### src/rtl/hdb_pkg.sv
package hdb_pkg;
    localparam logic LVL_MARK     = 1'b1;
    localparam logic LVL_DOMINANT = 1'b0;

    typedef struct packed {
        logic txd;
        logic bus;
    } hdb_lines_t;

    typedef struct packed {
        logic drive;
        logic rxd;
        logic collide;
    } hdb_outs_t;

    function automatic int unsigned hdb_cnt_w(input int unsigned maxval);
        return (maxval < 2) ? 1 : $clog2(maxval + 1);
    endfunction
endpackage

### src/rtl/hdb_sync.sv
module hdb_sync #(
    parameter int unsigned STAGES = 2
) (
    input  logic               clk,
    input  logic               rst,
    input  hdb_pkg::hdb_lines_t raw_i,
    output hdb_pkg::hdb_lines_t sync_o
);
    hdb_pkg::hdb_lines_t chain [STAGES];

    for (genvar s = 0; s < STAGES; s++) begin : g_stage
        always_ff @(posedge clk) begin
            if (rst) begin
                chain[s] <= '{txd: hdb_pkg::LVL_MARK, bus: hdb_pkg::LVL_MARK};
            end else if (s == 0) begin
                chain[s] <= raw_i;
            end else begin
                chain[s] <= chain[(s == 0) ? 0 : s - 1];
            end
        end
    end

    assign sync_o = chain[STAGES-1];
endmodule

### src/rtl/hdb_echo_guard.sv
module hdb_echo_guard #(
    parameter int unsigned HOLD_CYC = 8,
    parameter int unsigned LOOP_LAT = 3
) (
    input  logic clk,
    input  logic rst,
    input  logic txd_s,
    input  logic bus_s,
    output logic mask_o,
    output logic collide_o
);
    localparam int unsigned CW = hdb_pkg::hdb_cnt_w(HOLD_CYC);
    localparam logic [CW-1:0] RUN_SAT = CW'(HOLD_CYC);
    localparam logic [CW-1:0] RUN_CLEAN = CW'(LOOP_LAT);

    logic [CW-1:0] mark_run;

    always_ff @(posedge clk) begin
        if (rst) begin
            mark_run <= RUN_SAT;
        end else if (txd_s != hdb_pkg::LVL_MARK) begin
            mark_run <= '0;
        end else if (mark_run != RUN_SAT) begin
            mark_run <= mark_run + 1'b1;
        end
    end

    always_comb begin
        mask_o    = (txd_s != hdb_pkg::LVL_MARK) || (mark_run < RUN_SAT);
        collide_o = (txd_s == hdb_pkg::LVL_MARK) && (mark_run >= RUN_CLEAN)
                 && (mark_run < RUN_SAT) && (bus_s == hdb_pkg::LVL_DOMINANT);
    end

    // the first mark cycle after a space is still masked
    a_r5_hold_starts: assert property (@(posedge clk) disable iff (rst)
        $rose(txd_s) |-> mask_o);

    // a collision is only reported inside the mask window
    a_r6_collide_in_mask: assert property (@(posedge clk) disable iff (rst)
        collide_o |-> mask_o);

    // the run counter never leaves its saturated range
    a_r5_run_bound: assert property (@(posedge clk) disable iff (rst)
        mark_run <= RUN_SAT);
endmodule

### src/rtl/hdb_bridge.sv
module hdb_bridge #(
    parameter int unsigned HOLD_CYC    = 8,
    parameter int unsigned SYNC_STAGES = 2
) (
    input  logic clk,
    input  logic rst,
    input  logic port_txd_i,
    input  logic bus_level_i,
    output logic bus_drive_o,
    output logic port_rxd_o,
    output logic collision_o
);
    import hdb_pkg::*;

    localparam int unsigned LOOP_LAT = SYNC_STAGES + 1;

    hdb_lines_t raw, synced;
    hdb_outs_t  nxt, outs_q;
    logic       mask, collide;

    assign raw = '{txd: port_txd_i, bus: bus_level_i};

    hdb_sync #(.STAGES(SYNC_STAGES)) u_sync (
        .clk   (clk),
        .rst   (rst),
        .raw_i (raw),
        .sync_o(synced)
    );

    hdb_echo_guard #(.HOLD_CYC(HOLD_CYC), .LOOP_LAT(LOOP_LAT)) u_guard (
        .clk      (clk),
        .rst      (rst),
        .txd_s    (synced.txd),
        .bus_s    (synced.bus),
        .mask_o   (mask),
        .collide_o(collide)
    );

    always_comb begin
        nxt.drive   = (synced.txd == LVL_DOMINANT);
        nxt.rxd     = mask ? LVL_MARK : synced.bus;
        nxt.collide = collide;
    end

    always_ff @(posedge clk) begin
        if (rst) begin
            outs_q <= '{drive: 1'b0, rxd: LVL_MARK, collide: 1'b0};
        end else begin
            outs_q <= nxt;
        end
    end

    assign bus_drive_o = outs_q.drive;
    assign port_rxd_o  = outs_q.rxd;
    assign collision_o = outs_q.collide;

    // driver reflects the previous synchronised transmit level
    a_r2_drive_tracks: assert property (@(posedge clk) disable iff (rst)
        bus_drive_o == ($past(synced.txd) == LVL_DOMINANT));

    // a dominant receive level never coincides with local sending
    a_r3_no_self_echo: assert property (@(posedge clk) disable iff (rst)
        (port_rxd_o == LVL_DOMINANT) |-> ($past(synced.txd) == LVL_MARK));

    // a dominant receive level always came from the bus
    a_r4_rxd_from_bus: assert property (@(posedge clk) disable iff (rst)
        (port_rxd_o == LVL_DOMINANT) |-> ($past(synced.bus) == LVL_DOMINANT));

    // collision and a dominant receive level are exclusive
    a_r6_collide_masked: assert property (@(posedge clk) disable iff (rst)
        collision_o |-> (port_rxd_o == LVL_MARK));
endmodule

### config.mk
export PLATFORM = sky130hd
export DESIGN_NAME = hdb_bridge
export DESIGN_NICKNAME = d
export VERILOG_FILES = /design/src/rtl/hdb_pkg.sv /design/src/rtl/hdb_sync.sv /design/src/rtl/hdb_echo_guard.sv /design/src/rtl/hdb_bridge.sv
export SDC_FILE = /design/constraint.sdc
export NUM_CORES = 1
export LEC_CHECK = 0
export ABC_AREA = 1
export ABC_CLOCK_PERIOD_IN_PS = 1850
export BUFFER_PORTS_ARGS = -buffer_cell sky130_fd_sc_hd__buf_2
export CAP_MARGIN = 20
export CORE_AREA = 3 3 40 42
export DETAILED_ROUTE_END_ITERATION = 8
export DIE_AREA = 0 0 43 45
export MAX_ROUTING_LAYER = met4
export SLEW_MARGIN = 30
export SYNTH_ARGS = -nofsm -noshare
export SYNTH_HDL_FRONTEND = slang
export SYNTH_SLANG_ARGS = --single-unit
### constraint.sdc
create_clock -name clk -period 1.85 [get_ports clk]
set_input_delay 0.4625 -clock clk [delete_from_list [all_inputs] [get_ports clk]]
set_output_delay 0.4625 -clock clk [all_outputs]
set_load 0.005 [all_outputs]
Word-level counts from Yosys, hierarchy flattened
Memory sizes are Yosys's and may differ from the RTL's.
Cells that the tools add are included.
{"block": "word_totals", "reg_bits": 7, "mem_bits_rw": 4, "input_bits": 4, "out_inout_bits": 3, "wordCells": 28, "memories": 1}
{"block": "classes", "n_addsub": 1, "magnitude_cmp": 2, "eq_ne": 2, "muxes": 7, "n_bitwise": 4, "reduce_logical": 6}
{"name": "u_sync.chain", "depth": 2, "width": 2, "read_ports": 2, "rd_ports_with_merged_regs": 0, "wr": 2, "line_no": "hdb_sync.sv:9", "source": "hdb_pkg::hdb_lines_t chain [STAGES];"}
{"cell": "$mux 4", "count": 2}
{"cell": "$add 4x1->4 const B", "count": 1}
{"cell": "$ge 4x2->1 const B", "count": 1}
{"cell": "$lt 4x4->1 const B", "count": 1}
{"cell": "$mux 2", "count": 2}
{"cell": "$ne 4x4->1 const B", "count": 1}
{"cell": "$reduce_or 2->1", "count": 2}
{"cell": "$logic_and 1x1->1", "count": 3}
{"cell": "$mux 1", "count": 3}
{"cell": "$ne 2x1->1 const B", "count": 1}
{"cell": "$not 1->1", "count": 2}
{"cell": "$or 1x1->1", "count": 2}
{"cell": "$logic_or 1x1->1", "count": 1}

Logic depth before layout (Yosys ltp)
Gate-level depths: netlist of the first run.
{"block": "logic_depth", "ltp_word": 4, "mapped_depth": 7, "ltp_nobuf": 7}

Hierarchy
From an unflattened synthesis of the first run, not the netlist that was laid out.
{"block": "unflattened", "hier_cells": 58, "area_unflattened_um2": 426.7}
{"module": "hdb_echo_guard", "n_inst": 1, "cells_each": 36, "area_each_um2": 227.7, "seq_area_each_um2": 80.1}
{"module": "hdb_sync", "n_inst": 1, "cells_each": 13, "area_each_um2": 116.4, "seq_area_each_um2": 80.1}
{"module": "hdb_bridge", "n_inst": 1, "cells_each": 9, "area_each_um2": 82.6, "seq_area_each_um2": 60.1}

Worst setup path after synthesis of the first run
Ideal clock, no wire load.
{"block": "synth_timing", "path_kind": "register -> register", "from": "register u_guard.mark_run[0]", "to": "register u_guard.mark_run[0]", "setup_time_ns": 0.113, "arrival_time_ns": 0.833, "t_required_ns": 1.737, "setup_slack_ns": 0.905, "path_stages_with_launch": 8, "n_path_buf": 0, "period_less_slack_ns": 0.945, "path_cell_list": "dfxtp_1 -> inv_1 -> ha_1 -> nand2_1 -> nor2_2 -> nand2_1 -> nand2_1 -> nor2_1"}
{"block": "synth_via", "elab_chain_cells": 1, "elab_cells_between_ends": 2, "cone_classes": "1 x add/sub; 1 x eq/ne"}
{"element": "start: declaration", "line_no": "hdb_echo_guard.sv:16", "source": "logic [CW-1:0] mark_run;"}
{"element": "start signal: assignment", "line_no": "hdb_echo_guard.sv:24", "source": "mark_run <= mark_run + 1'b1;"}
{"element": "$add 4x1->4 / $ne 4x4->1 (equally long branches)", "line_no": "hdb_echo_guard.sv:24, hdb_echo_guard.sv:23"}
Parallel ways exist; a longest one is shown, timed or not.
A chain may end at the register's enable or synchronous reset.

Final worst setup path of the first run
{"block": "layout_timing", "from": "register outs_q (netlist bit collision_o)", "to": "output port collision_o"}
{"element": "start: declaration", "line_no": "hdb_bridge.sv:18", "source": "hdb_outs_t nxt, outs_q;"}
{"element": "start signal: assignment", "line_no": "hdb_bridge.sv:47", "source": "outs_q <= '{drive: 1'b0, rxd: LVL_MARK, collide: 1'b0};"}
{"element": "start signal: assignment", "line_no": "hdb_bridge.sv:49", "source": "outs_q <= nxt;"}
{"element": "end: declaration", "line_no": "hdb_bridge.sv:11", "source": "output logic collision_o"}
No word-level cell between the ends.

==> metrics.yaml, run 1 <==
placed_design:
  place.gp.congestion: 0.674
  post-place-ws_ns: 0.819
  hpwl_um: 449
  port-buffer-count: 6
critical_path:
  crit_required_ns: 1.39
  critPathTopFamily: "flip-flops"
  crit_type: "flip-flop to output pin"
  critPathLaunch: "collision_o"
  crit_fanout: 1
  cp_slowest_cell: "dfxtp_1"
  critPathCaptureType: "output pin"
  startpoint_type: "flip-flop"
  path_buf_inv: 1
  critPathArrivalTime_ns: 0.68
  reg2reg_slack_ns: 0.82
  worstPathCellList: "buf_2"
  timing.rr.start: "u_guard.mark_run[0]"
  critPathMaxStageDelay_ns: 0.30
final_layout:
  ff_latch_area_um2: 220
  antennaDiodeCount: 0
  multi_input_area_um2: 173
  area_growth_pct: 17.8
  n_fill_cell: 135
  layout-drive-gt1-share: 0.290
  fin_nets: 69
hold_path:
  hold_path.class: "primary input to flip-flop"
  hold_start: "port_txd_i"
clocking:
  clk_pin_slew_worst_paths_ns: 0.07
  cts_setup_buffers: 0
  cts_sinks: 11
  cts_tree: "yes"
  cts-hold-fix-buffers: 0
  h-tree-depth: 1
  cts_buffer_depth: 2
  cts-root-buf: "clkbuf_4"
  cts_buffers: 3
  clk_latency_ns: 0.27
  cts_resized: 0
sta:
  max_freq_mhz: 875
  slew_violations: 0
  rsz0062_at_grt: "no"
  finalCriticalPeriod_ns: 1.14
  clock_skew_ns: 0.00660
  setup_ws_ns: 0.707
  final-setup-viol-count: 0
  setup_tns_ns: 0
  hold_violations: 0
  tightest_slew_ns: 0.227
  period_share: 0.618
  slew_headroom: 0.849
power:
  peakVddDrop_mv: 0.406
  p_per_area_nw_per_um2: 1050
  p_leak_uw: 0.000255
logic_synthesis:
  ys_seq_area_frac: 0.521
  synth_nets: 58
  synth.most_common_cell: "nand2_1"
  yosys.area.top_type: "dfxtp_1"
  yosys.area.top_type_share: 0.521
  synth_area_um2: 423
  synth-main-ff-cell: "dfxtp_1"
  synthDistinctLibCells: 12
  synth_area_leaders: "dfxtp_1 52%, nand2_1 11%, nor2_1 7.1%, inv_1 6.2%, ha_1 5.9%"
  synth_common_cells: "12 x nand2_1, 11 x dfxtp_1, 8 x nor2_1"
  syn_avg_cell_area_um2: 8.13
  yosysWarningCount: 0
  synth_seq_cells: 11
  synth_edf_count: 0
  syn_inst: 52
  ys_async_sr_fraction: 0
global_route:
  antenna_found_initial: 0
  grt_overflow: 0
  grt_max_degree: 8
  grt_pass1_wl_um: 966
  grt_usage: 0.0749
  grt_pass1_vias: 252
drt:
  vias: 314
  drcViolationCount: 0
  wl_um: 596
  ant_nets: 0
  first_pass_iters: 4
  wl_per_cell_um: 7.74
  drt_iter0_markers: 4
  viasPerCell: 4.08
die:
  ios: 7
  fp.dieW_um: 43
  initial_core_util: 0.329
  core_region_area_um2: 1280
  die-area_um2: 1940
  rows: 13
  fp.dieH_um: 45
status:
  status: "finished, final reports clean"
flow_run:
  cap_violations: 0
-- stage by stage --
step | hold slack [ns] | cells | total power (uW) | util | instance area [um^2]
after floorplan | 0.389 | 52 | 344 | - | 423
after global placement | 0.395 | 73 | 362 | 0.367 | 472
after detailed placement | 0.395 | 73 | 363 | 0.367 | 472
after CTS | 0.366 | 77 | 532 | 0.388 | 498
after global routing | 0.369 | 77 | 553 | 0.388 | 498
final | 0.374 | 77 | 520 | 0.388 | 498
-- flip-flops by register name (all words and copies together), names as in the netlist --
signal	count
bus_drive_o	1
collision_o	1
port_rxd_o	1
u_guard.mark_run	4
u_sync.chain	4
-- placed cells by master, fill, tap and decap left out --
cell type / netlist / routed
clkbuf_4: 0 / 3
nor2_1: 8 / 8
o21ai_2: 1 / 1
nand3_2: 1 / 1
ha_1: 2 / 2
dfxtp_1: 11 / 11
nor2_2: 2 / 2
clkbuf_1: 0 / 1
nand2_1: 12 / 12
or2_1: 1 / 1
inv_2: 1 / 1
inv_1: 7 / 7
buf_2: 0 / 6
nand3_1: 2 / 2
or2_2: 4 / 4
-- final timing paths --
path,to,cells past startpoint
min,u_sync.chain[0][1],2
max,collision_o,1
min reg2reg,u_sync.chain[1][0],1
max reg2reg,u_guard.mark_run[0],7
-- cell type report --
cell class	count	share of cell area
clock buffer	4	0.0528
inverter	8	0.0603
multi-input combinational	33	0.347
sequential	11	0.442
tap	15	0.0377
timing repair buffer	6	0.0603
-- layer usage --
layer  share of wire  routed length, um  vias to the layer above  GRT usage
met3            0.11                 63                        2     0.0598
met5               0                  0                        -          -
met2            0.41                242                        9     0.0988
met4          0.0084                  5                        0     0.0361
li1                -                  -                      173          -
met1            0.48                284                      130     0.0805
-- power by group --
part | internal [uW] | total (uW) | switching [uW] | leakage [uW]
clock network | 83.6 | 163 | 79.6 | 0.0000150
registers | 255 | 270 | 14.6 | 0.0000907
logic | 37.0 | 87.4 | 50.4 | 0.000149
total | 376 | 520 | 145 | 0.000255
-- cell families after synthesis --
kind of cell               share of synthesized area
AOI/OAI and AO/OA                             0.0207
adders and majority gates                     0.0592
DFF                                            0.521
and+or+nand+nor                                0.328
buffers and inverters                         0.0710
Note: power is estimated with default switching activity, not from simulation.
==> inputs of run 2 (changes only) <==
ABC_AREA = 0   (was 1)
ABC_CLOCK_PERIOD_IN_PS = 1000   (was 1850)
clock period = 1 ns   (was 1.85 ns; I/O delays follow)
==> metrics.yaml, run 2 <==
status:
  status: "finished, violations left"  # was finished, final reports clean
  violations: "negative setup slack"
final_layout:
  layout_commonest_cell: "dfxtp_1"  # was nand2_1
  fin_nets: 57  # was 69
  layout-drive-gt1-share: 0.460  # was 0.290
  area_growth_pct: 29.8  # was 17.8%
  final_cell_mix: "9 x dfxtp_1, 6 x buf_2, 5 x nor2_1"  # was 12 x nand2_1, 11 x dfxtp_1, 8 x nor2_1
  top_regs: "u_guard.mark_run x4, u_sync.chain x4"  # unchanged
  antennaDiodeCount: 0  # unchanged
sta:
  slew_headroom: 0.862  # was 0.849
  tightest_slew_ns: 0.205  # was 0.227 ns
  whs_ns: 0.170  # was 0.374 ns
  period_share: 1.02
  hold_violations: 0  # unchanged
  rsz0062_at_grt: "yes"  # was no
  finalCriticalPeriod_ns: 1.02
  setup_ws_ns: -0.0204  # was 0.707 ns
  slew_violations: 0  # unchanged
  clock_skew_ns: 0.00279  # was 0.00660 ns
  final-setup-viol-count: 1  # was 0
  max_freq_mhz: 980
hold_path:
  hold_path.class: "primary input to flip-flop"  # unchanged
logic_synthesis:
  synth_edf_count: 0  # unchanged
  ys_seq_area_frac: 0.564  # was 0.521
  synth_area_um2: 390  # was 423 um^2
  syn_avg_cell_area_um2: 10.6  # was 8.13 um^2
  ys_async_sr_fraction: 0  # unchanged
  synth.most_common_cell: "dfxtp_1"  # was nand2_1
  synth_area_leaders: "dfxtp_1 56%, ha_1 6.4%, or2_2 6.4%, nor2_1 4.8%, xnor2_1 4.5%"  # was dfxtp_1 52%, nand2_1 11%, nor2_1 7.1%, inv_1 6.2%, ha_1 5.9%
  synth_seq_cells: 11  # unchanged
  synth_common_cells: "11 x dfxtp_1, 5 x nor2_1, 4 x or2_2"  # was 12 x nand2_1, 11 x dfxtp_1, 8 x nor2_1
  yosys.area.top_type: "dfxtp_1"  # unchanged
  synth_nets: 43  # was 58
  yosysWarningCount: 0  # unchanged
  syn_inst: 37  # was 52
  yosys.area.top_type_share: 0.564  # was 0.521
  synth-main-ff-cell: "dfxtp_1"  # unchanged
  synthDistinctLibCells: 15  # was 12
clocking:
  cts_tree: "yes"  # unchanged
  clk_latency_ns: 0.26  # was 0.27 ns
  clk_pin_slew_worst_paths_ns: 0.06  # was 0.07 ns
  cts-root-buf: "clkbuf_4"  # unchanged
  h-tree-depth: 1  # unchanged
  cts_setup_buffers: 0  # unchanged
  cts_sinks: 11  # unchanged
  cts_buffer_depth: 2  # unchanged
  cts_buffers: 3  # unchanged
placed_design:
  post-place-ws_ns: -0.0208  # was 0.819 ns
  port-buffer-count: 6  # unchanged
  place.gp.congestion: 0.683  # was 0.674
global_route:
  grt_usage: 0.0698  # was 0.0749
  grt_max_degree: 8  # unchanged
  antenna_found_initial: 0  # unchanged
  grt_pass1_wl_um: 883  # was 966 um
  grt_overflow: 0  # unchanged
  grt_pass1_vias: 242  # was 252
power:
  pwr-share-seq: 0.496  # was 0.518
  p_switching_uw: 259  # was 145 uW
  peakVddDrop_mv: 0.945  # was 0.406 mV
  switching_share: 0.254  # was 0.278
  clock_power_share: 0.281  # was 0.313
  p_leak_uw: 0.000218  # was 0.000255 uW
  combPwrFrac: 0.223  # was 0.168
  intPower_uw: 761  # was 376 uW
  p_per_area_nw_per_um2: 2010  # was 1050 nW/um^2
critical_path:
  critPathCaptureType: "flip-flop"  # was output pin
  critPathMaxStageDelay_ns: 0.35  # was 0.30 ns
  crit_fanout: 3  # was 1
  crit_type: "flip-flop to flip-flop"  # was flip-flop to output pin
  startpoint_type: "flip-flop"  # unchanged
  crit_required_ns: 1.15  # was 1.39 ns
  worstPathCellList: "inv_2 -> ha_4 -> nand3b_1 -> mux2i_1 -> nor2_1"  # was buf_2
  cp_slowest_cell: "dfxtp_2"  # was dfxtp_1
  critPathArrivalTime_ns: 1.17  # was 0.68 ns
flow_run:
  cap_violations: 0  # unchanged
drt:
  drt_iter0_markers: 4  # unchanged
  drcViolationCount: 0  # unchanged
  ant_nets: 0  # unchanged
  first_pass_iters: 2  # was 4
  viasPerCell: 4.08  # about the same
  wl_um: 545  # was 596 um
  wl_per_cell_um: 8.38  # was 7.74 um
  vias: 265  # was 314
die:
  rows: 13  # unchanged
  fp.dieH_um: 45  # unchanged
  initial_core_util: 0.304  # was 0.329
  ios: 7  # unchanged
  fp.dieW_um: 43  # unchanged
  core_region_area_um2: 1280  # unchanged
  die-area_um2: 1940  # unchanged
run 2: changes by cell type in the layout (fill, tap and decap cells not counted), moves of 3 or more:
cell | previous run | this run
nand2_1 | 12 | 2
inv_1 | 7 | 0
buf_4 | 0 | 3
nor2_1 | 8 | 5
run 2: area by class of cell:
type | count | area, um^2
fill | 126 | 778
clock buffer | 4 | 26.3
tap | 15 | 18.8
timing repair buffer | 9 | 52.6
sequential | 11 | 223
inverter | 2 | 7.51
multi-input combinational | 24 | 179
run 2: critical path: cells and delay by family, from the launching register on:
kind,cells,cell delay [ns]
buf+inv,1,0.04
fa+ha+maj,1,0.14
simple gates,2,0.18
mux,1,0.20
flops,1,0.35
run 2: power by group through the flow:
stage | Clock, uW | Sequential (uW) | Combinational, uW
floorplan | 0 | 520 | 157
global placement | 0 | 513 | 233
detailed placement | 0 | 516 | 228
CTS | 308 | 507 | 230
global route | 324 | 510 | 262
finish | 287 | 506 | 228
run 2: cell families after synthesis:
family	after synthesis	share of synthesized area
muxes	1	0.0256
xor gates and xnor gates	2	0.0449
AOI/OAI and AO/OA	2	0.0320
DFF	11	0.564
and+or+nand+nor	17	0.250
adders and majority gates	2	0.0641
buffers and inverters	2	0.0192
run 2: stage by stage:
step,setup TNS (ns),cell area (um^2),std cells,utilization,power [uW]
after floorplan,0,405,37,-,677
after global placement,-0.00666,477,61,0.371,747
after detailed placement,-0.0208,477,61,0.371,744
after CTS,-0.0281,503,65,0.391,1040
after global routing,-0.149,507,65,0.394,1100
final,-0.0204,507,65,0.394,1020
run 2: per-layer routing:
layer / vias up / share of wire / wire length (um) / track usage
met3: 0 / 0.079 / 43 / 0.0598
met1: 111 / 0.48 / 262 / 0.0660
li1: 146 / - / - / -
met2: 8 / 0.44 / 239 / 0.0988
met5: - / 0 / 0 / -
met4: 0 / 0 / 0 / 0.0361
run 2: worst paths after layout:
path,start,end,slack [ns],depth (start not counted)
worst max register to register,u_guard.mark_run[0],u_guard.mark_run[1],-0.02,5
worst min register to register,u_sync.chain[0][0],u_sync.chain[1][0],0.41,1
worst min-delay path,bus_level_i,u_sync.chain[0][0],0.17,2
worst max-delay path,u_guard.mark_run[0],u_guard.mark_run[1],-0.02,5
run 2: repair_timing:
item | in CTS | in global routing
resized for setup | 0 | 1
pin swaps | 1 | 2
endpoints found under the setup margin | 1 | 3
hold buffers | 0 | 0
==> inputs of run 3 (changes only) <==
SETUP_SLACK_MARGIN = 0.5   (was unset)
==> metrics.yaml, run 3 (synthesis results as in run 2) <==
sta:
  slew_headroom: 0.866  # was 0.862
  hold_violations: 0  # unchanged
  setup_tns_ns: -0.00583  # was -0.0204 ns
  max_freq_mhz: 994  # was 980 MHz
  period_share: 1.01  # was 1.02
  finalCriticalPeriod_ns: 1.01  # was 1.02 ns
  clock_skew_ns: 0.00219  # was 0.00279 ns
  slew_violations: 0  # unchanged
  setup_ws_ns: -0.00583  # was -0.0204 ns
  final-setup-viol-count: 1  # unchanged
  tightest_slew_ns: 0.198  # was 0.205 ns
  rsz0062_at_grt: "yes"  # unchanged
  whs_ns: 0.178  # was 0.170 ns
power:
  p_leak_uw: 0.000228  # was 0.000218 uW
  p_per_area_nw_per_um2: 1890  # was 2010 nW/um^2
  peakVddDrop_mv: 0.905  # was 0.945 mV
  power.total_uw: 1060  # was 1020 uW
critical_path:
  crit_required_ns: 1.15  # about the same
  timing.rr.start: "u_guard.mark_run[1]"  # was u_guard.mark_run[0]
  startpoint_type: "flip-flop"  # unchanged
  crit_type: "flip-flop to flip-flop"  # unchanged
  critPathArrivalTime_ns: 1.16  # was 1.17 ns
  reg2reg_slack_ns: -0.006  # was -0.02 ns
  crit_fanout: 2  # was 3
  critPathCaptureType: "flip-flop"  # unchanged
  endpoint: "u_guard.mark_run[1]"  # unchanged
  critPathLaunch: "u_guard.mark_run[1]"  # was u_guard.mark_run[0]
  timing.rr.end: "u_guard.mark_run[1]"  # unchanged
  reg2reg_depth: 5  # unchanged
final_layout:
  layout-drive-gt1-share: 0.620  # was 0.460
  final_cell_mix: "6 x dfxtp_2, 5 x buf_2, 4 x or2_4, 4 x dfxtp_1"  # was 9 x dfxtp_1, 6 x buf_2, 5 x nor2_1
  area_growth_pct: 43.9  # was 29.8%
  layout_commonest_cell: "dfxtp_2"  # was dfxtp_1
  fin_nets: 57  # unchanged
  top_regs: "u_guard.mark_run x4, u_sync.chain x4"  # unchanged
  antennaDiodeCount: 0  # unchanged
drt:
  wl_um: 561  # was 545 um
  first_pass_iters: 2  # unchanged
  vias: 278  # was 265
  ant_nets: 0  # unchanged
  wl_per_cell_um: 8.63  # was 8.38 um
  drt_iter0_markers: 5  # was 4
  drcViolationCount: 0  # unchanged
  viasPerCell: 4.28  # was 4.08
hold_path:
  hold_path.class: "primary input to flip-flop"  # unchanged
global_route:
  grt_pass1_wl_um: 910  # was 883 um
  grt_overflow: 0  # unchanged
  grt_pass1_vias: 241  # was 242
  antenna_found_initial: 0  # unchanged
  grt_max_degree: 8  # unchanged
  grt_usage: 0.0671  # was 0.0698
status:
  status: "finished, violations left"  # unchanged
  violations: "negative setup slack"  # unchanged
placed_design:
  hpwl_um: 392
  place.gp.congestion: 0.670  # was 0.683
  port-buffer-count: 6  # unchanged
clocking:
  cts-root-buf: "clkbuf_4"  # unchanged
  cts_tree: "yes"  # unchanged
  cts_buffers: 3  # unchanged
  clk_latency_ns: 0.26  # about the same
  h-tree-depth: 1  # unchanged
  clk_pin_slew_worst_paths_ns: 0.07  # was 0.06 ns
  cts_buffer_depth: 2  # unchanged
  cts_sinks: 11  # unchanged
flow_run:
  cap_violations: 0  # unchanged
die:
  rows: 13  # unchanged
  ios: 7  # unchanged
  initial_core_util: 0.304  # unchanged
  die-area_um2: 1940  # unchanged
  core_region_area_um2: 1280  # unchanged
  fp.dieH_um: 45  # unchanged
  fp.dieW_um: 43  # unchanged
[run 3: how the worst min path moves through the flow]
stage,start,cells past startpoint,endpoint,slack [ns]
CTS,port_txd_i,2,u_sync.chain[0][1],0.17
finish,port_txd_i,2,u_sync.chain[0][1],0.18
global placement,u_sync.chain[1][0],1,collision_o,0.41
floorplan,rst,1,bus_drive_o,0.31
detailed placement,u_sync.chain[0][0],1,u_sync.chain[1][0],0.41
global route,port_txd_i,2,u_sync.chain[0][1],0.17
[run 3: through the flow]
step | std cells | util | setup WS [ns] | instance area, um^2
after floorplan | 37 | - | 0.00469 | 422
after global placement | 60 | 0.378 | 0.0115 | 485
after detailed placement | 60 | 0.378 | -0.0155 | 485
after CTS | 64 | 0.408 | -0.0157 | 524
after global routing | 65 | 0.437 | -0.0689 | 562
final | 65 | 0.437 | -0.00583 | 562
[run 3: per-layer routing]
metal	vias to the layer above	wire length, um	part of all wire	track usage
li1	147	-	-	-
met1	123	287	0.51	0.0730
met2	6	236	0.42	0.0988
met3	2	33	0.059	0.0359
met4	0	4	0.0071	0.0361
met5	-	0	0	-
[run 3: cell type report]
class	instances	area, um^2
flip-flops and latches	11	231
well taps	15	18.8
inverters	2	7.51
fillers	124	723
clock buffers	4	26.3
multi-input cells	24	206
repair buffers	9	71.3
[run 3: what timing repair did]
item / in CTS / in global routing
endpoints found under the setup margin: 12 / 12
resized for setup: 2 / 5
pin swaps: 4 / 0
buffers inserted: 0 / 1
hold buffers: 0 / 0
[run 3: worst max-delay path, stage by stage (launching register included)]
cell and delay (ns):
dfxtp_2 0.34, inv_2 0.04, ha_4 0.14, nand3b_1 0.13, mux2i_1 0.20, nor2_1 0.06
[run 3: where the power goes]
group          switching (uW)  internal (uW)
combinational             123            147
sequential               22.1            477
clock                     137            154
